$ cat config.mk
export PLATFORM = sky130hd
export DESIGN_NAME = flash_cmd_seq
export DESIGN_NICKNAME = d
export VERILOG_FILES = /design/src/rtl/fcs_pkg.sv /design/src/rtl/fcs_datapath.sv /design/src/rtl/fcs_ctrl.sv /design/src/rtl/flash_cmd_seq.sv
export SDC_FILE = /design/constraint.sdc
export NUM_CORES = 1
export LEC_CHECK = 0
export ABC_CLOCK_PERIOD_IN_PS = 7940
export CAP_MARGIN = 20
export CORE_ASPECT_RATIO = 2
export CORE_MARGIN = 5
export CORE_UTILIZATION = 35
export DETAILED_ROUTE_END_ITERATION = 6
export DONT_BUFFER_PORTS = 1
export SYNTH_ARGS = -nofsm -noshare
export SYNTH_HDL_FRONTEND = slang
export SYNTH_SLANG_ARGS = --single-unit
$ cat constraint.sdc
create_clock -name clk -period 7.94 [get_ports clk]
set_clock_uncertainty 0.1 [all_clocks]
set_input_delay 0.397 -clock clk [delete_from_list [all_inputs] [get_ports clk]]
set_output_delay 0.397 -clock clk [all_outputs]
set_load 0.02 [all_outputs]
$ cat src/rtl/fcs_pkg.sv
package fcs_pkg;

  typedef enum logic [1:0] {
    OP_BYTE  = 2'd0,
    OP_BURST = 2'd1,
    OP_PAGE  = 2'd2,
    OP_MASS  = 2'd3
  } fcsOp_t;

  // strobes from the control FSM to the datapath
  typedef struct packed {
    logic start;  // latch a new command and restart timing
    logic queue;  // park a burst byte in the pending slot
    logic chain;  // move the pending byte into the active slot
  } fcsStrobe_t;

endpackage

$ cat src/rtl/fcs_datapath.sv
module fcs_datapath
  import fcs_pkg::*;
#(
  parameter int DIV_W     = 6,
  parameter int ADDR_W    = 16,
  parameter int DATA_W    = 8,
  parameter int PAGE_BITS = 9,
  parameter int BYTE_CYC  = 9,
  parameter int BURST_CYC = 4,
  parameter int PAGE_CYC  = 4000,
  parameter int MASS_CYC  = 20000
) (
  input  logic              clk,
  input  logic              rstN,
  input  logic              cfgWrEn,
  input  logic [DIV_W:0]    cfgWrData,
  input  logic              accErr,
  input  logic [1:0]        cmdOp,
  input  logic [ADDR_W-1:0] cmdAddr,
  input  logic [DATA_W-1:0] cmdData,
  input  fcsStrobe_t        strobe,
  output logic              divReady,
  output logic              lastTick,
  output logic [ADDR_W-1:0] curAddr,
  output logic [DATA_W-1:0] curData
);

  localparam int CNT_W = $clog2(MASS_CYC + 1);
  localparam int PRE_W = 3;
  localparam logic [ADDR_W-1:0] PAGE_MASK =
    {{(ADDR_W-PAGE_BITS){1'b1}}, {PAGE_BITS{1'b0}}};

  logic [DIV_W-1:0]  divVal;
  logic              preSel;
  logic [PRE_W-1:0]  preCnt;
  logic [DIV_W-1:0]  divCnt;
  logic              preWrap;
  logic              tick;
  logic [CNT_W-1:0]  remain;
  logic [ADDR_W-1:0] pendAddr;
  logic [DATA_W-1:0] pendData;

  // one-shot divider register, locked while an access error is flagged
  always_ff @(posedge clk or negedge rstN) begin
    if (!rstN) begin
      divVal   <= '0;
      preSel   <= 1'b0;
      divReady <= 1'b0;
    end else if (cfgWrEn && !divReady && !accErr) begin
      divVal   <= cfgWrData[DIV_W-1:0];
      preSel   <= cfgWrData[DIV_W];
      divReady <= 1'b1;
    end
  end

  assign preWrap = !preSel || (preCnt == {PRE_W{1'b1}});
  assign tick    = divReady && preWrap && (divCnt == divVal);

  // tick generator, realigned on every command start
  always_ff @(posedge clk or negedge rstN) begin
    if (!rstN) begin
      preCnt <= '0;
      divCnt <= '0;
    end else if (strobe.start) begin
      preCnt <= '0;
      divCnt <= '0;
    end else if (divReady) begin
      preCnt <= preCnt + 1'b1;
      if (preWrap) divCnt <= (divCnt == divVal) ? '0 : divCnt + 1'b1;
    end
  end

  function automatic logic [CNT_W-1:0] opLength(input logic [1:0] op);
    case (fcsOp_t'(op))
      OP_PAGE: opLength = CNT_W'(PAGE_CYC);
      OP_MASS: opLength = CNT_W'(MASS_CYC);
      default: opLength = CNT_W'(BYTE_CYC);
    endcase
  endfunction

  // period counter
  always_ff @(posedge clk or negedge rstN) begin
    if (!rstN)                      remain <= '0;
    else if (strobe.start)          remain <= opLength(cmdOp);
    else if (strobe.chain)          remain <= CNT_W'(BURST_CYC);
    else if (tick && remain != '0)  remain <= remain - 1'b1;
  end

  assign lastTick = tick && (remain == CNT_W'(1));

  // active and pending address/data slots
  always_ff @(posedge clk or negedge rstN) begin
    if (!rstN) begin
      curAddr  <= '0;
      curData  <= '0;
      pendAddr <= '0;
      pendData <= '0;
    end else begin
      if (strobe.start) begin
        case (fcsOp_t'(cmdOp))
          OP_PAGE: curAddr <= cmdAddr & PAGE_MASK;
          OP_MASS: curAddr <= '0;
          default: curAddr <= cmdAddr;
        endcase
        curData <= cmdData;
      end else if (strobe.chain) begin
        curAddr <= pendAddr;
        curData <= pendData;
      end
      if (strobe.queue) begin
        pendAddr <= cmdAddr;
        pendData <= cmdData;
      end
    end
  end

endmodule

$ cat src/rtl/fcs_ctrl.sv
module fcs_ctrl
  import fcs_pkg::*;
(
  input  logic       clk,
  input  logic       rstN,
  input  logic       cmdValid,
  input  logic [1:0] cmdOp,
  input  logic       divReady,
  input  logic       lastTick,
  input  logic       errClr,
  output fcsStrobe_t strobe,
  output logic       busy,
  output logic       done,
  output logic       accErr,
  output logic       progEn,
  output logic       eraseEn,
  output logic       massEn
);

  fcsOp_t opIn;
  fcsOp_t curOp;
  logic   running;
  logic   pendValid;
  logic   canStart;
  logic   canQueue;
  logic   reject;
  logic   finish;

  always_comb begin
    opIn     = fcsOp_t'(cmdOp);
    canStart = divReady && (!running || (lastTick && !pendValid));
    canQueue = running && !lastTick && (curOp == OP_BURST) &&
               !pendValid && (opIn == OP_BURST);
    strobe.start = cmdValid && canStart;
    strobe.queue = cmdValid && canQueue;
    strobe.chain = running && lastTick && pendValid;
    reject       = cmdValid && !canStart && !canQueue;
    finish       = running && lastTick && !pendValid && !strobe.start;
  end

  always_ff @(posedge clk or negedge rstN) begin
    if (!rstN) begin
      running   <= 1'b0;
      curOp     <= OP_BYTE;
      pendValid <= 1'b0;
      done      <= 1'b0;
      accErr    <= 1'b0;
    end else begin
      if (strobe.start) begin
        running <= 1'b1;
        curOp   <= opIn;
        done    <= 1'b0;
      end else if (finish) begin
        running <= 1'b0;
        done    <= 1'b1;
      end
      if (strobe.chain)      pendValid <= 1'b0;
      else if (strobe.queue) pendValid <= 1'b1;
      if (reject)            accErr <= 1'b1;
      else if (errClr)       accErr <= 1'b0;
    end
  end

  always_comb begin
    busy    = running;
    progEn  = running && (curOp == OP_BYTE || curOp == OP_BURST);
    eraseEn = running && (curOp == OP_PAGE || curOp == OP_MASS);
    massEn  = running && (curOp == OP_MASS);
  end

endmodule

$ cat src/rtl/flash_cmd_seq.sv
module flash_cmd_seq
  import fcs_pkg::*;
#(
  parameter int DIV_W     = 6,
  parameter int ADDR_W    = 16,
  parameter int DATA_W    = 8,
  parameter int PAGE_BITS = 9,
  parameter int BYTE_CYC  = 9,
  parameter int BURST_CYC = 4,
  parameter int PAGE_CYC  = 4000,
  parameter int MASS_CYC  = 20000
) (
  input  logic              clk,
  input  logic              rstN,
  input  logic              cfgWrEn,
  input  logic [DIV_W:0]    cfgWrData,
  input  logic              statWrEn,
  input  logic              statWrAccErr,
  input  logic              cmdValid,
  input  logic [1:0]        cmdOp,
  input  logic [ADDR_W-1:0] cmdAddr,
  input  logic [DATA_W-1:0] cmdData,
  output logic              arrProgEn,
  output logic              arrEraseEn,
  output logic              arrMass,
  output logic [ADDR_W-1:0] arrAddr,
  output logic [DATA_W-1:0] arrData,
  output logic              busy,
  output logic              done,
  output logic              accErr
);

  fcsStrobe_t strobe;
  logic       divReady;
  logic       lastTick;
  logic       errClr;

  assign errClr = statWrEn && statWrAccErr;

  fcs_ctrl u_ctrl (
    .clk      (clk),
    .rstN     (rstN),
    .cmdValid (cmdValid),
    .cmdOp    (cmdOp),
    .divReady (divReady),
    .lastTick (lastTick),
    .errClr   (errClr),
    .strobe   (strobe),
    .busy     (busy),
    .done     (done),
    .accErr   (accErr),
    .progEn   (arrProgEn),
    .eraseEn  (arrEraseEn),
    .massEn   (arrMass)
  );

  fcs_datapath #(
    .DIV_W     (DIV_W),
    .ADDR_W    (ADDR_W),
    .DATA_W    (DATA_W),
    .PAGE_BITS (PAGE_BITS),
    .BYTE_CYC  (BYTE_CYC),
    .BURST_CYC (BURST_CYC),
    .PAGE_CYC  (PAGE_CYC),
    .MASS_CYC  (MASS_CYC)
  ) u_dp (
    .clk       (clk),
    .rstN      (rstN),
    .cfgWrEn   (cfgWrEn),
    .cfgWrData (cfgWrData),
    .accErr    (accErr),
    .cmdOp     (cmdOp),
    .cmdAddr   (cmdAddr),
    .cmdData   (cmdData),
    .strobe    (strobe),
    .divReady  (divReady),
    .lastTick  (lastTick),
    .curAddr   (arrAddr),
    .curData   (arrData)
  );

endmodule

# Yosys cells after proc, flatten, opt, wreduce, memory -nomap -nowiden
# Index checks and enable logic that the tools add are counted.
# op_classes
addsub,3
mul,0
n_div,0
magnitude_cmp,0
n_eq_ne,9
n_shift,0
n_mux,23
n_bitwise,0
reduce_logical,47
# ops
operator,n
$mux W15,3
$mux W16,2
$pmux W16 S2,1
$pmux W15 S2,1
$logic_and A1 B1 Y1,24
$mux W6,4
$mux W8,2
$eq A15 B1 Y1 const B,1
$reduce_bool A15 Y1,1
$sub A15 B1 Y15 const B,1
$reduce_bool A2 Y1,6
$logic_not A1 Y1,9
$eq A2 B2 Y1 const B,4
$mux W1,8
$add A6 B1 Y6 const B,1
$eq A6 B6 Y1,1
$mux W3,2
$eq A2 B1 Y1 const B,2
$logic_or A1 B1 Y1,4
$add A3 B1 Y3 const B,1
$eq A3 B3 Y1 const B,1
$reduce_bool A3 Y1,1
$logic_not A2 Y1,1
$reduce_and A2 Y1,1
# totals
regBits,86
latch_bits,0
ram_bits,0
mem_bits_ro,0
inputBits,39
n_memories,0

# Logic depth before layout (Yosys ltp)
# Gate-level depths: netlist (run 1).
# depth
depth_word,13
ltp_mapped,11
ltp_nobuf,8

# Cells and area by module
# A second synthesis (run 1) with hierarchy kept.
# unflattened
cells_unflattened,373
area_unflattened_um2,4111.4
# by_module_without_submodules
mod,instances,cells_per_inst,area_per_inst_um2,seq_area_each_um2
fcs_datapath,1,343,3798.6,2001.9
fcs_ctrl,1,29,306.5,150.1
flash_cmd_seq,1,1,6.3,0.0

# Least setup slack after synthesis (run 1)
# OpenSTA, ideal clock, no wires.
# synth_timing
kind,reg2reg
startpoint,register u_dp.remain[10]
endpoint,register u_dp.pendAddr[10]
arrival_ps,2465
path_slack_ps,5250
stages_incl_launch_ff,7
path_buffers,2
cell_sequence,dfrtp_1 or4_4 or4_1 buf_2 o211ai_2 buf_2 mux2_2
# synth_between
elab_chain_cells,8
# synth_rtl
element,line,source
from (decl),fcs_datapath.sv:39,logic [CNT_W-1:0] remain;
from (signal assigned),fcs_datapath.sv:84,else if (strobe.start) remain <= opLength(cmdOp);
from (signal assigned),fcs_datapath.sv:85,else if (strobe.chain) remain <= CNT_W'(BURST_CYC);
from (signal assigned),fcs_datapath.sv:86,else if (tick && remain != '0) remain <= remain - 1'b1;
$eq A15 B1 Y1,fcs_datapath.sv:89,assign lastTick = tick && (remain == CNT_W'(1));
$logic_and A1 B1 Y1,fcs_datapath.sv:89,
$logic_not A1 Y1,fcs_ctrl.sv:32,canQueue = running && !lastTick && (curOp == OP_BURST) &&
$logic_and A1 B1 Y1 (3 in a row),fcs_ctrl.sv:32,
$logic_and A1 B1 Y1,fcs_ctrl.sv:33,!pendValid && (opIn == OP_BURST);
$logic_and A1 B1 Y1,fcs_ctrl.sv:35,strobe.queue = cmdValid && canQueue;
to (signal assigned),fcs_datapath.sv:111,pendAddr <= cmdAddr;
to (decl),fcs_datapath.sv:40,logic [ADDR_W-1:0] pendAddr;
# No other way between the ends.
# A chain may end at the register's enable or synchronous reset.

# Worst setup path after layout (run 1)
# layout_timing
startpoint,register u_dp.remain[10]
endpoint,register u_dp.remain[11]
# layout_between
elab_chain_cells,7
elab_cells_between_ends,15
cone_classes,1 x add/sub; 1 x eq/ne; 3 x mux; 10 x reduce/logical
# layout_rtl
element
"parallel branches: the longest is 7 deep, another holds $sub A15 B1 Y15"
# Several ways; the timed one is not identified. The select of a mux whose other input is x is not followed.

==> results of run 1 <==
[cell type report]
class	count	area, sq um	share of cell area [%]
Inverter	13	48.8	1.07
Tap cell	145	181	3.99
Timing Repair Buffer	4	52.6	1.16
Clock buffer	11	253	5.56
Multi-Input combinational cell	248	1790	39.3
Sequential cell	86	2150	47.4
Clock inverter	3	68.8	1.52
[flip-flops by register name, summed over array words and instances, names as in the netlist]
signal / count
u_ctrl.accErr: 1
u_ctrl.busy: 1
u_ctrl.curOp: 2
u_ctrl.done: 1
u_ctrl.pendValid: 1
u_dp.curAddr: 16
u_dp.curData: 8
u_dp.divCnt: 6
u_dp.divReady: 1
u_dp.divVal: 6
u_dp.pendAddr: 16
u_dp.pendData: 8
u_dp.preCnt: 3
u_dp.preSel: 1
u_dp.remain: 15
[cells in the final DEF (no fill, tap or decap), types with 2 or more instances in the layout]
master and n:
nand2_1 27, or4_1 2, a22oi_1 6, dfrtp_1 86, nand3b_1 10, mux2i_1 20, o22ai_1 2, nand4b_1 2
nor3_1 11, clkbuf_16 9, nand4_1 9, bufinv_16 2, and3_1 2, or3_1 3, and2_1 4, nand3_1 15
ha_1 5, nor2b_1 3, o21ai_0 13, buf_4 2, nor4_1 3, nand2b_1 3, a211o_1 3, inv_1 13
a21oi_1 6, clkbuf_8 2, mux2_2 32, xnor2_1 8, xor2_1 11, nor2_1 13, o21ai_1 19
[worst max-delay path by stage]
| stage | startpoint | to | slack (ns) | cells past startpoint |
|---|---|---|---|---|
| 3_3_place_gp | u_dp.remain[10] | u_dp.remain[10] | 4.63 | 6 |
| 6_report | u_dp.remain[10] | u_dp.remain[11] | 4.47 | 6 |
| 4_1_cts | u_dp.remain[10] | u_dp.remain[11] | 4.47 | 6 |
| 3_5_place_dp | u_dp.remain[10] | u_dp.remain[11] | 4.53 | 6 |
| 5_1_grt | u_dp.remain[0] | u_dp.remain[11] | 4.26 | 7 |
| 2_1_floorplan | u_dp.remain[10] | u_dp.pendAddr[10] | 5.25 | 6 |
[timing repair]
| action | in CTS | in global routing |
|---|---|---|
| setup endpoints to repair | 0 | 0 |
| hold endpoints to repair | 86 | 0 |
| hold buffers | 2 | 0 |
| buffers inserted | 0 | 0 |
[metal layers]
layer  routed length [um]  part of all wire, %
met1                 3480                   38
met4                  243                  2.6
met2                 4890                   53
met5                    0                    0
met3                  604                  6.6
[stage by stage]
| stage | util, % | instances | power, mW | cell area, sq um | hold WS (ns) |
|---|---|---|---|---|---|
| after floorplan | - | 364 | 0.612 | 4100 | 0.00141 |
| after global placement | 36.0 | 494 | 0.633 | 4180 | 0.00375 |
| after detailed placement | 36.0 | 494 | 0.638 | 4180 | 0.00352 |
| after CTS | 39.0 | 510 | 1.11 | 4540 | 0.0604 |
| after global routing | 39.0 | 510 | 1.15 | 4540 | 0.0625 |
| final | 39.0 | 510 | 1.10 | 4540 | 0.0747 |
[worst max-delay path, delay by kind of cell, from the launching register on]
family             cells  cell delay, ns
AOI/OAI and AO/OA      2            0.56
and+or+nand+nor        4            2.25
DFF                    1            0.43
[cells by family after synthesis]
logic type                 Yosys count  share of synthesized area (%)
muxes                               52                           13.7
and+or+nand+nor                    113                           15.1
xor gates and xnor gates            19                           4.06
buffers and inverters               30                           4.03
DFF                                 86                           52.5
adders and majority gates            5                           1.53
AOI/OAI and AO/OA                   59                           9.12
[report_power, final]
group | internal (mW) | switching [mW] | leakage, nW
registers | 0.474 | 0.0377 | 0.965
logic | 0.0618 | 0.0694 | 0.702
clock network | 0.290 | 0.165 | 0.158
total | 0.825 | 0.272 | 1.82
==> metrics.yaml, run 1 <==
status: "finished clean"
design.die.area_sq_um: 14100
grt_max_degree: 87
min_path_cells: 2
worst_slew_pin_slew_ns: 1.09
fin_ws_ns: 4.47
ff2ff_path_depth: 6
power_density_nw_per_um2: 242
met2_usage_pct: 23.5
setup-tns-final_ns: 0
hp-start: "cmdOp[0]"
yosys_register_bits: 86
io-pin-count: 69
syn_avg_cell_area_sq_um: 11.3
drc: 0
maxCapViolations: 0
netlist_area_sq_um: 4100
cts_tree: "built"
design.core.area_sq_um: 11600
min_path_type: "input port to flip-flop"
areaGrowthSynthToFinish_pct: 10.7
r2r_start: "u_dp.remain[10]"
worstReg2RegEnd: "u_dp.remain[11]"
hold_viol: 0
viasPerCell: 5.38
ys_types: 46
drive_above_1_share_pct: 15.3
path_clk_slew_ns: 0.06
cts_made_buffers: 9
reg2reg_slack_ns: 4.47
grt_pass1_vias: 2880
dieWidth_um: 86.5
synth_top_flop_cell: "dfrtp_1"
critPathSlowestCell: "and2_2"
portBuffers: 0
drv_slew: 0
synth_edf_count: 0
gp_congestion: 0.863
fmax_ghz: 0.289
first_pass_iters: 4
max_stage_delay_ns: 0.76
slew_headroom_pct: 26.8
fin_crit_sh_pct: 43.6
ys_seq_area_share_pct: 52.5
cts-root-buf: "clkbuf_16"
syn-num-nets: 408
htreeDepth: 3
synth_warnings: 0
synthArstFlopShare_pct: 100
grt_usage_pct: 13.8
crit_fanout: 46
grt_pass1_wl_um: 15200
dpl.hpwl_um: 6540
clock_latency_ns: 0.34
overflow: 0
clock_sinks: 86
yosys-top-cells-area: "dfrtp_1 (52%), mux2_2 (8.8%), mux2i_1 (4.9%), nand2_1 (2.5%), xor2_1 (2.3%)"
yosys.cell_count.top_type: "dfrtp_1"
final_nets: 406
antenna_cells: 0
pre_cts_ws_ns: 4.53
routed_wl_um: 9220
yosys.area.top_type: "dfrtp_1"
critical_path.endpoint_type: "flip-flop"
vias: 2745
critical_path_arrival_ns: 3.60
row_count: 56
use_met1_pct: 15.9
grtUsageMet3_pct: 3.74
fin_crit_ns: 3.47
cp-start-kind: "flip-flop"
ant_nets: 0
p_leak_nw: 1.82
worstPathRequired_ns: 8.08
netlist_instances: 364
num-fill-cells: 1144
antenna_found_initial: 0
start_util_pct: 35.3
drt_first_iter_violations: 176
post_cts_resized: 0
setup_viol: 0
rsz0062_at_grt: "false"
gr-max-usage-layer: "met2"
hold_path_end: "u_ctrl.curOp[0]"
wl_per_cell_um: 18.1
ctsLongestPathBuffers: 2
peakVddDrop_uv: 130
path_class: "flip-flop to flip-flop"
yosys.area.top_type_share_pct: 52.5
synth_common_cells: "dfrtp_1 (86), mux2_2 (32), nand2_1 (27)"
chipHeight_um: 163
path_cells: "or4_4 -> or4_1 -> o31ai_4 -> and2_2 -> nand2_1 -> o21ai_0"
Note: power is estimated with default switching activity, not from simulation.
==> run 2: changes to the inputs <==
Settings changed: ABC_CLOCK_PERIOD_IN_PS 7940 to 3590.
Clock period 7.94 ns to 3.59 ns, I/O delays scaled along.
==> metrics.yaml, run 2 (synthesized netlist as in run 1, its figures left out) <==
status: "finished clean"
dr_wl_met2_um: 5230  # +7.0%
sequentialPowerShare_pct: 48.9  # +2.3 points
overflow: 0  # unchanged
setup_viol: 0  # unchanged
grt_pass1_wl_um: 15700  # +3.2%
maxCapViolations: 0  # unchanged
reg2reg_slack_ns: 0.62  # -3.86 ns
ant_nets: 0  # unchanged
htreeDepth: 3  # unchanged
cts_hold_buf: 39  # +37
path_class: "flip-flop to flip-flop"
chipHeight_um: 163  # unchanged
dieWidth_um: 86.5  # unchanged
wl_met3_um: 553  # -8.4%
slew_headroom_pct: 52.5  # +26 points
rsz0062_at_grt: "false"
final_nets: 447  # +10%
row_count: 56  # unchanged
clock_latency_ns: 0.34  # about the same
largestRegisters: "u_dp.curAddr (16), u_dp.pendAddr (16), u_dp.remain (15)"
dpl.hpwl_um: 6700  # +2.5%
worstPathRequired_ns: 3.74  # -4.34 ns
antenna_found_initial: 0  # unchanged
fmax_ghz: 0.336  # +17%
design.die.area_sq_um: 14100  # unchanged
clock_sinks: 86  # unchanged
cts_made_buffers: 9  # unchanged
fin_crit_sh_pct: 82.8  # +39 points
path_clk_slew_ns: 0.06  # about the same
peakVddDrop_uv: 247  # +91%
final_common_cell: "dfrtp_1"
hold_viol: 0  # unchanged
grt_pass1_vias: 3105  # +7.8%
ctsLongestPathBuffers: 2  # unchanged
p_int_mw: 1.68  # +100%
setup-tns-final_ns: 0  # unchanged
p_clk_share_pct: 36.7  # -4.7 points
portBuffers: 0  # unchanged
fin_ws_ns: 0.617  # -3.86 ns
io-pin-count: 69  # unchanged
worst_slew_pin_slew_ns: 0.706  # -0.383 ns
pre_cts_ws_ns: 0.646  # -3.88 ns
drc: 0  # unchanged
wl_per_cell_um: 17.4  # -3.9%
viasPerCell: 5.25  # -2.4%
crit_fanout: 6  # -87%
grt_usage_pct: 14.3  # +0.44 points
cts_setup_buffers: 0  # unchanged
cts-root-buf: "clkbuf_16"
p_leak_nw: 1.97  # +7.7%
mostFrequentLayoutCells: "dfrtp_1 (86), dlygate4sd3_1 (38), mux2_2 (32)"
critical_path_arrival_ns: 3.12  # -0.48 ns
post_cts_resized: 0  # unchanged
design.core.area_sq_um: 11600  # unchanged
power_density_nw_per_um2: 471  # +95%
antenna_cells: 0  # unchanged
drv_slew: 0  # unchanged
p_comb_share_pct: 14.3  # +2.3 points
areaGrowthSynthToFinish_pct: 19.4
gp_congestion: 0.834  # -3.4%
power_switching_uw: 627  # +130%
drive_above_1_share_pct: 14.7  # -0.60 points
first_pass_iters: 4  # unchanged
critical_path.endpoint_type: "flip-flop"
grt_max_degree: 87  # unchanged
drt-met1-wl_um: 3580  # +2.8%
switching_share_pct: 27.2  # +2.4 points
top_layer_used: "met4"
drt_first_iter_violations: 146  # -17%
vias: 2899  # +5.6%
start_util_pct: 35.3  # unchanged
cp-start-kind: "flip-flop"
min_path_type: "input port to flip-flop"
cts_tree: "built"
routed_wl_um: 9590  # +4.0%
fin_crit_ns: 2.97  # -0.493 ns
run 2: cell types whose count changed in the layout (fill, tap and decap cells not counted):
cell,delta
dlygate4sd3_1,+37
clkinv_2,+1
clkinvlp_4,+3
bufinv_16,-2
inv_6,+1
clkbuf_1,+1
buf_4,+3
clkbuf_8,-2
clkinv_4,-1
buf_12,+1
run 2: worst paths after layout:
kind | startpoint | endpoint | depth (start not counted)
max | u_dp.remain[1] | u_dp.remain[7] | 8
min | cmdOp[1] | u_dp.remain[8] | 2
max reg2reg | u_dp.remain[1] | u_dp.remain[7] | 8
min reg2reg | u_dp.preCnt[0] | u_dp.preCnt[0] | 1
max in group asynchronous | rstN | u_dp.divCnt[3] | 2
min in group asynchronous | rstN | u_dp.pendAddr[13] | 2
run 2: worst max-delay path, cell delays in order (launching register included):
cell       delay, ns
dfrtp_1         0.40
inv_1           0.09
ha_1            0.16
or4b_1          0.46
or4_1           0.59
o31ai_4         0.37
nand4b_1        0.30
o2bb2ai_1       0.22
a22oi_1         0.19
run 2: per-stage QoR:
stage | hold slack, ns | power [mW] | instance area [sq um] | std cells | util [%]
after floorplan | -0.216 | 1.35 | 4100 | 364 | -
after global placement | -0.214 | 1.40 | 4230 | 498 | 36.3
after detailed placement | -0.215 | 1.41 | 4230 | 498 | 36.3
after CTS | 0.0724 | 2.34 | 4900 | 552 | 42.1
after global routing | 0.0694 | 2.44 | 4900 | 552 | 42.1
final | 0.0820 | 2.31 | 4900 | 552 | 42.1
run 2: area by class of cell:
cell class	instances	area, sq um
Timing Repair Buffer	45	465
Tap cell	145	181
Fill cell	1128	6730
Clock buffer	10	229
Sequential cell	86	2150
Multi-Input combinational cell	248	1790
Clock inverter	5	36.3
Inverter	13	48.8
run 2: layer usage:
metal	GRT usage (%)	up-vias
met2	25.6	78
li1	-	1380
met4	6.17	0
met3	3.74	16
met1	15.4	1425
met5	0	-
run 2: power groups by stage:
| stage | combinational (mW) | clock [mW] | sequential (mW) |
|---|---|---|---|
| floorplan | 0.226 | 0 | 1.13 |
| global placement | 0.263 | 0 | 1.14 |
| detailed placement | 0.269 | 0 | 1.15 |
| CTS | 0.335 | 0.876 | 1.13 |
| global route | 0.380 | 0.918 | 1.14 |
| finish | 0.331 | 0.847 | 1.13 |
